==> config.mk <==
export PLATFORM = sky130hd
export DESIGN_NAME = cct_timer
export DESIGN_NICKNAME = d
export VERILOG_FILES = /design/src/rtl/cct_pkg.sv /design/src/rtl/cct_prescaler.sv /design/src/rtl/cct_channel.sv /design/src/rtl/cct_timer.sv
export SDC_FILE = /design/constraint.sdc
export NUM_CORES = 1
export LEC_CHECK = 0
export ABC_AREA = 1
export BUFFER_PORTS_ARGS = -buffer_cell sky130_fd_sc_hd__buf_2
export CAP_MARGIN = 10
export CORE_MARGIN = 3
export CORE_UTILIZATION = 40
export DETAILED_ROUTE_END_ITERATION = 12
export PLACE_DENSITY = 0.6
export SLEW_MARGIN = 20
export SYNTH_ARGS = -nofsm -noshare
export SYNTH_HDL_FRONTEND = slang
export SYNTH_SLANG_ARGS = --single-unit
==> constraint.sdc <==
create_clock -name clk -period 2.5 [get_ports clk]
set_input_delay 0.25 -clock clk [delete_from_list [all_inputs] [get_ports clk]]
set_output_delay 0.25 -clock clk [all_outputs]
set_load 0.005 [all_outputs]
==> src/rtl/cct_pkg.sv <==
package cct_pkg;
  localparam int REG_AW = 8;
  localparam int DW     = 32;

  typedef enum logic {
    MODE_TIMER   = 1'b0,
    MODE_COUNTER = 1'b1
  } cct_mode_e;

  localparam logic [REG_AW-1:0] A_START  = 8'h00;
  localparam logic [REG_AW-1:0] A_STOP   = 8'h04;
  localparam logic [REG_AW-1:0] A_COUNT  = 8'h08;
  localparam logic [REG_AW-1:0] A_CLEAR  = 8'h0C;
  localparam logic [REG_AW-1:0] A_SHUT   = 8'h10;
  localparam logic [REG_AW-1:0] A_CAP0   = 8'h20;
  localparam logic [REG_AW-1:0] A_EV0    = 8'h30;
  localparam logic [REG_AW-1:0] A_SHORT  = 8'h40;
  localparam logic [REG_AW-1:0] A_IENSET = 8'h44;
  localparam logic [REG_AW-1:0] A_IENCLR = 8'h48;
  localparam logic [REG_AW-1:0] A_MODE   = 8'h50;
  localparam logic [REG_AW-1:0] A_WIDTH  = 8'h54;
  localparam logic [REG_AW-1:0] A_PRESC  = 8'h58;
  localparam logic [REG_AW-1:0] A_CC0    = 8'h60;

  localparam int IEN_LSB  = 16;
  localparam int STOP_LSB = 8;

  function automatic logic [DW-1:0] width_mask(input logic [1:0] code);
    case (code)
      2'd0:    width_mask = 32'h0000_FFFF;
      2'd1:    width_mask = 32'h0000_00FF;
      2'd2:    width_mask = 32'h00FF_FFFF;
      default: width_mask = 32'hFFFF_FFFF;
    endcase
  endfunction
endpackage

==> src/rtl/cct_prescaler.sv <==
module cct_prescaler #(
  parameter int PRE_W = 4
) (
  input  logic             clk,
  input  logic             rst_n,
  input  logic             run,
  input  logic [PRE_W-1:0] presc,
  output logic             tick
);
  localparam int PC_W = (1 << PRE_W) - 1;

  logic [PC_W-1:0] pc_q, pc_d, div_mask;

  always_comb begin
    div_mask = PC_W'((32'd1 << presc) - 32'd1);
    tick     = run && ((pc_q & div_mask) == div_mask);
    pc_d     = run ? pc_q + 1'b1 : '0;
  end

  always_ff @(posedge clk or negedge rst_n) begin
    if (!rst_n) pc_q <= '0;
    else        pc_q <= pc_d;
  end


  first_tick_chk: assert property (@(posedge clk) disable iff (!rst_n)
    ($rose(run) && presc != '0) |-> !tick);
endmodule

==> src/rtl/cct_channel.sv <==
module cct_channel #(
  parameter int DW = 32
) (
  input  logic          clk,
  input  logic          rst_n,
  input  logic          cc_we,
  input  logic [DW-1:0] cc_wval,
  input  logic          cap_we,
  input  logic [DW-1:0] cnt_q,
  input  logic          adv,
  input  logic [DW-1:0] cnt_nx,
  input  logic          ev_clr,
  output logic          match,
  output logic [DW-1:0] cc_q,
  output logic          ev_q
);
  logic [DW-1:0] cc_d;
  logic          ev_d;

  always_comb begin
    match = adv && (cnt_nx == cc_q);
    if (cap_we)     cc_d = cnt_q;
    else if (cc_we) cc_d = cc_wval;
    else            cc_d = cc_q;
    if (match)       ev_d = 1'b1;
    else if (ev_clr) ev_d = 1'b0;
    else             ev_d = ev_q;
  end

  always_ff @(posedge clk or negedge rst_n) begin
    if (!rst_n) begin
      cc_q <= '0;
      ev_q <= 1'b0;
    end else begin
      cc_q <= cc_d;
      ev_q <= ev_d;
    end
  end


  ev_set_chk: assert property (@(posedge clk) disable iff (!rst_n)
    $rose(ev_q) |-> $past(match));
endmodule

==> src/rtl/cct_timer.sv <==
module cct_timer
  import cct_pkg::*;
#(
  parameter int NUM_CH = 4,
  parameter int PRE_W  = 4
) (
  input  logic              clk,
  input  logic              rst_n,
  input  logic              bus_sel,
  input  logic              bus_we,
  input  logic [REG_AW-1:0] bus_addr,
  input  logic [DW-1:0]     bus_wdata,
  output logic [DW-1:0]     bus_rdata,
  output logic              irq
);
  localparam logic [DW-1:0] TRIG = 32'd1;

  logic              wr, trig;
  logic              t_start, t_stop, t_count, t_clear, adv, tick;
  logic [DW-1:0]     cnt_q, cnt_d, cnt_nx, wmask;
  logic              run_q, run_d;
  cct_mode_e         mode_q, mode_d;
  logic [1:0]        wcode_q, wcode_d;
  logic [PRE_W-1:0]  presc_q, presc_d;
  logic [NUM_CH-1:0] sh_clr_q, sh_clr_d, sh_stop_q, sh_stop_d, ien_q, ien_d;
  logic [NUM_CH-1:0] cc_we, cap_we, ev_clr, match, ev_q;
  logic [DW-1:0]     cc_q [NUM_CH];
  logic              clr_hit, stop_hit;

  assign wr      = bus_sel && bus_we;
  assign trig    = wr && (bus_wdata == TRIG);
  assign t_start = trig && bus_addr == A_START && mode_q == MODE_TIMER;
  assign t_stop  = trig && (bus_addr == A_STOP || bus_addr == A_SHUT);
  assign t_count = trig && bus_addr == A_COUNT && mode_q == MODE_COUNTER;
  assign t_clear = trig && bus_addr == A_CLEAR;
  assign wmask   = width_mask(wcode_q);
  assign cnt_nx  = (cnt_q + 1'b1) & wmask;
  assign adv     = (run_q && tick && mode_q == MODE_TIMER) || t_count;

  cct_prescaler #(.PRE_W(PRE_W)) u_presc (
    .clk(clk), .rst_n(rst_n), .run(run_q), .presc(presc_q), .tick(tick)
  );

  for (genvar i = 0; i < NUM_CH; i++) begin : g_ch
    assign cc_we[i]  = wr && bus_addr == REG_AW'(A_CC0 + 4*i);
    assign cap_we[i] = trig && bus_addr == REG_AW'(A_CAP0 + 4*i);
    assign ev_clr[i] = wr && bus_addr == REG_AW'(A_EV0 + 4*i) && bus_wdata == '0;

    cct_channel #(.DW(DW)) u_ch (
      .clk(clk), .rst_n(rst_n),
      .cc_we(cc_we[i]), .cc_wval(bus_wdata & wmask), .cap_we(cap_we[i]),
      .cnt_q(cnt_q), .adv(adv), .cnt_nx(cnt_nx), .ev_clr(ev_clr[i]),
      .match(match[i]), .cc_q(cc_q[i]), .ev_q(ev_q[i])
    );
  end

  assign clr_hit  = |(match & sh_clr_q);
  assign stop_hit = |(match & sh_stop_q);
  assign irq      = |(ev_q & ien_q);

  always_comb begin
    cnt_d     = cnt_q;
    run_d     = run_q;
    mode_d    = mode_q;
    wcode_d   = wcode_q;
    presc_d   = presc_q;
    sh_clr_d  = sh_clr_q;
    sh_stop_d = sh_stop_q;
    ien_d     = ien_q;

    if (t_clear)  cnt_d = '0;
    else if (adv) cnt_d = clr_hit ? '0 : cnt_nx;

    if (t_stop)        run_d = 1'b0;
    else if (t_start)  run_d = 1'b1;
    else if (stop_hit) run_d = 1'b0;

    if (wr) begin
      case (bus_addr)
        A_SHORT: begin
          sh_clr_d  = bus_wdata[NUM_CH-1:0];
          sh_stop_d = bus_wdata[STOP_LSB +: NUM_CH];
        end
        A_IENSET: ien_d   = ien_q | bus_wdata[IEN_LSB +: NUM_CH];
        A_IENCLR: ien_d   = ien_q & ~bus_wdata[IEN_LSB +: NUM_CH];
        A_MODE:   mode_d  = cct_mode_e'(bus_wdata[0]);
        A_WIDTH:  wcode_d = bus_wdata[1:0];
        A_PRESC:  presc_d = bus_wdata[PRE_W-1:0];
        default: ;
      endcase
    end
  end

  always_ff @(posedge clk or negedge rst_n) begin
    if (!rst_n) begin
      cnt_q     <= '0;
      run_q     <= 1'b0;
      mode_q    <= MODE_TIMER;
      wcode_q   <= '0;
      presc_q   <= '0;
      sh_clr_q  <= '0;
      sh_stop_q <= '0;
      ien_q     <= '0;
    end else begin
      cnt_q     <= cnt_d;
      run_q     <= run_d;
      mode_q    <= mode_d;
      wcode_q   <= wcode_d;
      presc_q   <= presc_d;
      sh_clr_q  <= sh_clr_d;
      sh_stop_q <= sh_stop_d;
      ien_q     <= ien_d;
    end
  end

  always_comb begin
    bus_rdata = '0;
    case (bus_addr)
      A_SHORT: begin
        bus_rdata[NUM_CH-1:0]        = sh_clr_q;
        bus_rdata[STOP_LSB +: NUM_CH] = sh_stop_q;
      end
      A_IENSET, A_IENCLR: bus_rdata[IEN_LSB +: NUM_CH] = ien_q;
      A_MODE:  bus_rdata[0]       = mode_q;
      A_WIDTH: bus_rdata[1:0]     = wcode_q;
      A_PRESC: bus_rdata[PRE_W-1:0] = presc_q;
      default: ;
    endcase
    for (int i = 0; i < NUM_CH; i++) begin
      if (bus_addr == REG_AW'(A_CC0 + 4*i)) bus_rdata = cc_q[i];
      if (bus_addr == REG_AW'(A_EV0 + 4*i)) bus_rdata = {{(DW-1){1'b0}}, ev_q[i]};
    end
  end


  cnt_hold_chk: assert property (@(posedge clk) disable iff (!rst_n)
    (mode_q == MODE_COUNTER && !wr) |=> $stable(cnt_q));

  wrap_chk: assert property (@(posedge clk) disable iff (!rst_n)
    (adv && !t_clear && !clr_hit && cnt_q == wmask) |=> cnt_q == '0);

  stop_sh_chk: assert property (@(posedge clk) disable iff (!rst_n)
    (stop_hit && !t_start) |=> !run_q);

  ien_clr_chk: assert property (@(posedge clk) disable iff (!rst_n)
    (wr && bus_addr == A_IENCLR && &bus_wdata[IEN_LSB +: NUM_CH]) |=> !irq);
endmodule

After elaboration in Yosys (flattened, before gate mapping)
Index checks and enable logic that the tools add are counted.
{"block": "totals", "out_inout_bits": 33, "in_bits": 44, "mem_bits_ro": 0, "latchBits": 0, "wordCells": 155, "regBits": 199, "ram_bits": 0, "n_memories": 0}
{"block": "op_classes", "shifts": 1, "n_eq_ne": 30, "n_reduce_logical": 56, "mux": 38, "bitwise": 10, "multipliers": 0, "magnitude_cmp": 0, "div_mod_pow": 0, "addsub": 3}
{"operator": "$mux 32", "n": 19}
{"operator": "$eq 32x32->1", "n": 4}
{"operator": "$pmux 32 s3", "n": 1}
{"operator": "$eq 8x7->1 const B", "n": 10}
{"operator": "$and 32x32->32", "n": 2}
{"operator": "$eq 8x6->1 const B", "n": 8}
{"operator": "$add 32x1->32 const B", "n": 1}
{"operator": "$eq 32x1->1 const B", "n": 1}
{"operator": "$logic_not 32->1", "n": 1}
{"operator": "$logic_and 1x1->1", "n": 31}
{"operator": "$reduce_bool 2->1", "n": 10}
{"operator": "$and 4x4->4", "n": 4}
{"operator": "$eq 8x4->1 const B", "n": 2}
{"operator": "$add 15x1->15 const B", "n": 1}
{"operator": "$and 15x15->15", "n": 1}
{"operator": "$eq 15x15->1", "n": 1}
{"operator": "$mux 15", "n": 1}
{"operator": "$shl 1x4->15 const A", "n": 1}
{"operator": "$sub 15x1->15 const B", "n": 1}
{"operator": "$reduce_or 4->1", "n": 3}
{"operator": "$mux 1", "n": 11}
{"operator": "$reduce_and 2->1", "n": 5}
{"operator": "$eq 8x3->1 const B", "n": 1}
{"operator": "$eq 8x5->1 const B", "n": 1}
{"operator": "other kinds (15)", "n": 17}

Longest topological paths before layout
{"block": "depth", "word_depth": 14, "mapped_depth": 24, "ltp_nobuf": 22}

By module
A second synthesis with hierarchy kept.
{"block": "unflattened", "hier_cells": 2467, "hier_area_um2": 16021.6}
{"module": "cct_channel", "cells_each": 366, "area_each_um2": 2499.9, "seq_area_each_um2": 825.8, "instances": 4}
{"module": "cct_timer", "cells_each": 845, "area_each_um2": 4916.0, "seq_area_each_um2": 1301.2, "instances": 1}
{"module": "cct_prescaler", "cells_each": 158, "area_each_um2": 1106.1, "seq_area_each_um2": 375.4, "instances": 1}

Worst setup path after synthesis
OpenSTA, ideal clock, no wires.
{"block": "synth_path", "path_type": "reg2reg", "start": "register presc_q[1]", "end": "register cnt_q[11]", "setup_ps": 66, "stages_incl_launch_ff": 21, "n_path_buf": 2, "synth_period_minus_slack_ps": 2653, "path_slack_ps": -153, "t_arrival_ps": 2588, "required_time_ps": 2434, "cell_sequence": "dfrtp_1 clkbuf_1 nor2_1 inv_1 nor2_1 inv_1 ha_1 inv_1 a21oi_1 nand2_1 nand2_1 nor2_1 nor2_1 nand2_1 nor2_1 nor2_2 inv_1 a31oi_1 clkbuf_1 nand2_1 nand2_1"}
{"block": "synth_between", "elab_chain_len": 14, "word_cells_on_any_way": 18, "classes_between": "add/sub: 1; eq/ne: 1; shift: 1; mux: 3; bitwise: 2; reduce/logical: 10"}
{"item": "start: declaration", "line": "cct_timer.sv:24", "source": "logic [PRE_W-1:0] presc_q, presc_d;"}
{"item": "start signal: assignment", "line": "cct_timer.sv:109", "source": "presc_q <= presc_d;"}
{"item": "$shl 1x4->15 *", "line": "cct_prescaler.sv:15", "source": "div_mask = PC_W'((32'd1 << presc) - 32'd1);"}
{"item": "$sub 15x1->15 *", "line": "cct_prescaler.sv:15"}
{"item": "$and 15x15->15", "line": "cct_prescaler.sv:16", "source": "tick = run && ((pc_q & div_mask) == div_mask);"}
{"item": "$eq 15x15->1 *", "line": "cct_prescaler.sv:16"}
{"item": "$logic_and 1x1->1 *", "line": "cct_prescaler.sv:16"}
{"item": "$logic_and 1x1->1 * (2 in series)", "line": "cct_timer.sv:38", "source": "assign adv = (run_q && tick && mode_q == MODE_TIMER) || t_count;"}
{"item": "$logic_or 1x1->1 *", "line": "cct_timer.sv:38"}
{"item": "$logic_and 1x1->1", "line": "cct_channel.sv:21", "source": "match = adv && (cnt_nx == cc_q);"}
{"item": "$and 4x4->4", "line": "cct_timer.sv:57", "source": "assign clr_hit = |(match & sh_clr_q);"}
{"item": "$reduce_or 4->1", "line": "cct_timer.sv:57"}
{"item": "$mux 32 (2 in series)", "line": "cct_timer.sv:72", "source": "else if (adv) cnt_d = clr_hit ? '0 : cnt_nx;"}
{"item": "$mux 32", "line": "cct_timer.sv:71", "source": "if (t_clear) cnt_d = '0;"}
{"item": "end signal: assignment", "line": "cct_timer.sv:105", "source": "cnt_q <= cnt_d;"}
{"item": "end: declaration", "line": "cct_timer.sv:20", "source": "logic [DW-1:0] cnt_q, cnt_d, cnt_nx, wmask;"}
Mark *: on every way between the ends. The rest lies on a longest branch, timed or not. The select of a mux whose other input is x is not followed.
A chain may end at the register's enable or synchronous reset.

Final worst setup path
{"block": "layout_path", "start": "register cnt_q[0]", "end": "register cnt_q[5]"}
{"block": "layout_between", "elab_chain_len": 9, "word_cells_on_any_way": 15, "classes_between": "add/sub: 1; eq/ne: 4; mux: 3; bitwise: 2; reduce/logical: 5"}
{"item": "$add 32x1->32 *", "line": "cct_timer.sv:37", "source": "assign cnt_nx = (cnt_q + 1'b1) & wmask;"}
{"item": "$and 32x32->32 *", "line": "cct_timer.sv:37"}
{"item": "$eq 32x32->1", "line": "cct_channel.sv:21"}
{"item": "$logic_and 1x1->1", "line": "cct_channel.sv:21"}
{"item": "$and 4x4->4", "line": "cct_timer.sv:57"}
{"item": "$reduce_or 4->1", "line": "cct_timer.sv:57"}
{"item": "$mux 32 * (2 in series)", "line": "cct_timer.sv:72"}
{"item": "$mux 32 *", "line": "cct_timer.sv:71"}
Marked as above.

==> reports/qor.txt <==
Final wirelength: 65.7 mm
Finished Cell Area: 19700 um2
Final worst slack: -636 ps
Slowest stage delay, CP: 380 ps
Total track usage: 33.9%
Max Cap Viol: 0
Startpoint types: flop
Synth Register Bits: 199
Int Pwr: 4.86 mW
Clock H-tree levels: 4
PortBufs: 76
Setup violators final: 37
Total gr overflow: 0
First-pass DRT Iterations: 9
Min Tclk post-route: 3140 ps
Via density per instance: 5.75
Post-Synthesis Cells: 2109
Layout area overhead: 40.8%
Hold Crit Class: in2reg
Power Total: 6.63 mW
Worst Skew: 13.5 ps
Total CTS buffers: 17
Status: finished with violations
Clock latency on the worst-skew pair: 470 ps
Period Utilization, post-route: 125%
HPWL Detailed: 48.7 mm
CP required: 2870 ps
Final GP Congestion: 1.09
Crit-path cells: buf_6 -> buf_6 -> inv_4 -> nor2_4 -> nand2_4 -> buf_6 -> nand2_1 -> nand2_2 -> buf_4 -> nand2_1 -> o21ai_0 -> a21oi_2 -> nand3b_1 -> nor2_2 -> nand3_2 -> nor2_2 -> nand3_1 -> nand2_2 -> nor2_4 -> clkbuf_16 -> nand2_2 -> nand2_1
Sw power: 1.77 mW
Largest net degree at the start of global routing: 62
Worst IR drop on VDD: 485 uV
Sequential area share after synthesis: 35.5%
Primary FF master, synth: dfrtp_1
Fill cells: 3337
Sequential Power Share: 49.8%
Syn Std Cell Area: 14000 um2
Avg WL per Cell: 21.7 um
Synth unique cells: 44
CTS tree: built
R2r setup slk: -640 ps
Crit Path Class: reg2reg
Pwr Density: 336 nW/um2
Final Hold Vio Count: 0
Via Count: 17423
Core area: 34000 um2
YS warnings: 0
Worst path top cell family by delay: simple AND/OR/NAND/NOR gates
Logic pwr share: 7.8%
Starting density of the core: 41.2%
Crit path DAT: 3500 ps
DRT antenna net count: 0
Leakage: 9.56 nW
Die Area: 37300 um2
CP endpoint kind: flop
DRT iter0 DRCs: 1815
Slew @ Worst Pin: 643 ps
Async SR Flop Fraction: 100%
RSZ-0062 raised after global routing: true
Clock slew at reported path FFs: 80 ps
Syn avg cell area: 6.65 um2
Vias in the first global route: 16575
# IOs: 77
Die Y: 193 um
Longest Clk Path Bufs: 2
Antenna violations before repair: 1
Violated checks: negative setup slack
Final Max Slew Viols: 0
Crit path buf inv count: 6
Nets: 2617
First-pass GRT wire length: 98.6 mm
DP Area: 18000 um2
Remaining DRCs: 0
Max_slew headroom: 57.2%
Layout cells sized above 1: 29.0%
Post-synth EDFFs: 0
Post-Syn Nets: 2156
CP Max Fanout: 7
Net Sw Frac: 26.7%
Die Width: 193 um
CTS root buf: clkbuf_16
Slowest cell on the critical path: dfrtp_1
Clk pwr share: 42.3%
Clk sinks: 199
Row cnt: 67
Util after Layout: 58.0%
FMAX: 319 MHz
[metal layers]
metal | share of wire, % | global-route usage, %
met1 | 42 | 46.2
met2 | 45 | 54.3
met3 | 8.4 | 5.67
met5 | 0 | 0
met4 | 4.1 | 13.1
[power groups by stage]
stage / Clock [mW] / Sequential, mW / Combinational [mW]
finish: 2.81 / 3.30 / 0.518
global route: 2.97 / 3.31 / 0.570
CTS: 2.84 / 3.30 / 0.509
detailed placement: 0 / 3.36 / 0.487
global placement: 0 / 3.36 / 0.481
floorplan: 0 / 3.35 / 0.197
[path summary, 6_finish.rpt]
kind                            cells after the start               endpoint       startpoint
worst max-delay path                               22               cnt_q[5]         cnt_q[0]
worst min-delay path                                3             presc_q[2]     bus_wdata[2]
worst max register to register                     22               cnt_q[5]         cnt_q[0]
worst min register to register                      1        u_presc.pc_q[0]  u_presc.pc_q[0]
max in group asynchronous                           3  g_ch[0].u_ch.cc_q[14]            rst_n
min in group asynchronous                           2        u_presc.pc_q[5]            rst_n
[flip-flops by register name, summed over array words and instances, names as in the netlist, 2 cells and up, named ones only]
name            count
wcode_q             2
presc_q             4
cnt_q              32
g_ch.u_ch.cc_q    128
sh_stop_q           4
sh_clr_q            4
u_presc.pc_q       15
g_ch.u_ch.ev_q      4
[synthesized netlist by cell type (all sizes together) (18+ instances only)]
cell type / instances / share of area [%]
nand2: 721 / 19
nor3: 24 / 0.96
o22ai: 18 / 0.80
a21oi: 51 / 1.8
clkbuf: 56 / 1.5
inv: 273 / 7.3
o21ai: 73 / 2.7
o221ai: 136 / 8.5
nand4: 106 / 4.7
nor2: 240 / 6.8
dfrtp: 199 / 36
nand3: 114 / 4.6
[through the flow]
step / setup WS [ps] / setup TNS (ps) / hold slack, ps / instances
floorplan: 9.86 / 0 / -45.6 / 2109
global route: -684 / -23460 / 34.9 / 3031
global placement: -898 / -29740 / 300 / 2962
CTS: -489 / -16530 / 19.9 / 3013
detailed placement: -915 / -30580 / 296 / 2962
finish: -636 / -21000 / 38.8 / 3032
[cell usage in the layout (no fill, tap or decap), types with 5 or more instances in the layout]
cell type and instances:
a21oi_1 48, a221oi_1 9, buf_12 27, buf_2 75
buf_4 379, buf_6 26, clkbuf_16 18, clkinv_2 5
dfrtp_1 198, inv_1 260, inv_2 9, inv_6 5
nand2_1 638, nand2_2 60, nand2_4 23, nand3_1 76
nand3_2 29, nand3_4 9, nand3b_1 7, nand4_1 106
nor2_1 193, nor2_2 29, nor2_4 19, nor3_1 20
nor4_1 5, o211ai_1 5, o21ai_0 64, o21ai_4 5
o221ai_1 136, o22ai_1 18, or2_2 5, xnor2_1 9
xor2_1 12
[cells by family after synthesis]
| family | count (synthesis) | share of synthesized area (%) |
|---|---|---|
| AOI/OAI and AO/OA | 300 | 15.2 |
| buffers and inverters | 347 | 9.53 |
| adders and majority gates | 3 | 0.268 |
| and+or+nand+nor | 1237 | 38.1 |
| DFF | 199 | 35.5 |
| xor gates and xnor gates | 23 | 1.44 |
[worst register-to-register path: stages, from the launching register on]
cell	delay, ps
dfrtp_1	380
buf_6	110
buf_6	110
inv_4	40
nor2_4	210
nand2_4	150
buf_6	160
nand2_1	70
nand2_2	60
buf_4	130
nand2_1	80
o21ai_0	130
a21oi_2	140
nand3b_1	200
nor2_2	230
nand3_2	140
nor2_2	120
nand3_1	90
nand2_2	150
nor2_4	90
clkbuf_16	170
nand2_2	50
nand2_1	50
[repair_timing]
item                                    CTS  global route
cloned                                    1             1
setup buffers                            17            24
endpoints found under the setup margin   37            60
hold buffers                              2             0
hold endpoints to repair                 56             0
pin swaps                                28            64
resized for setup                       103           130
[cell type report]
class	instances	area, um2	area share (%)
inverter	277	1050	5.32
antenna	1	2.50	0.0127
clock inverter	14	123	0.621
sequential	199	4980	25.2
timing repair buffer	511	4110	20.8
multi-input combinational	1564	8480	42.9
clock buffer	18	439	2.22
tap	448	561	2.84
No activity file was read; power rests on OpenSTA's default activity.
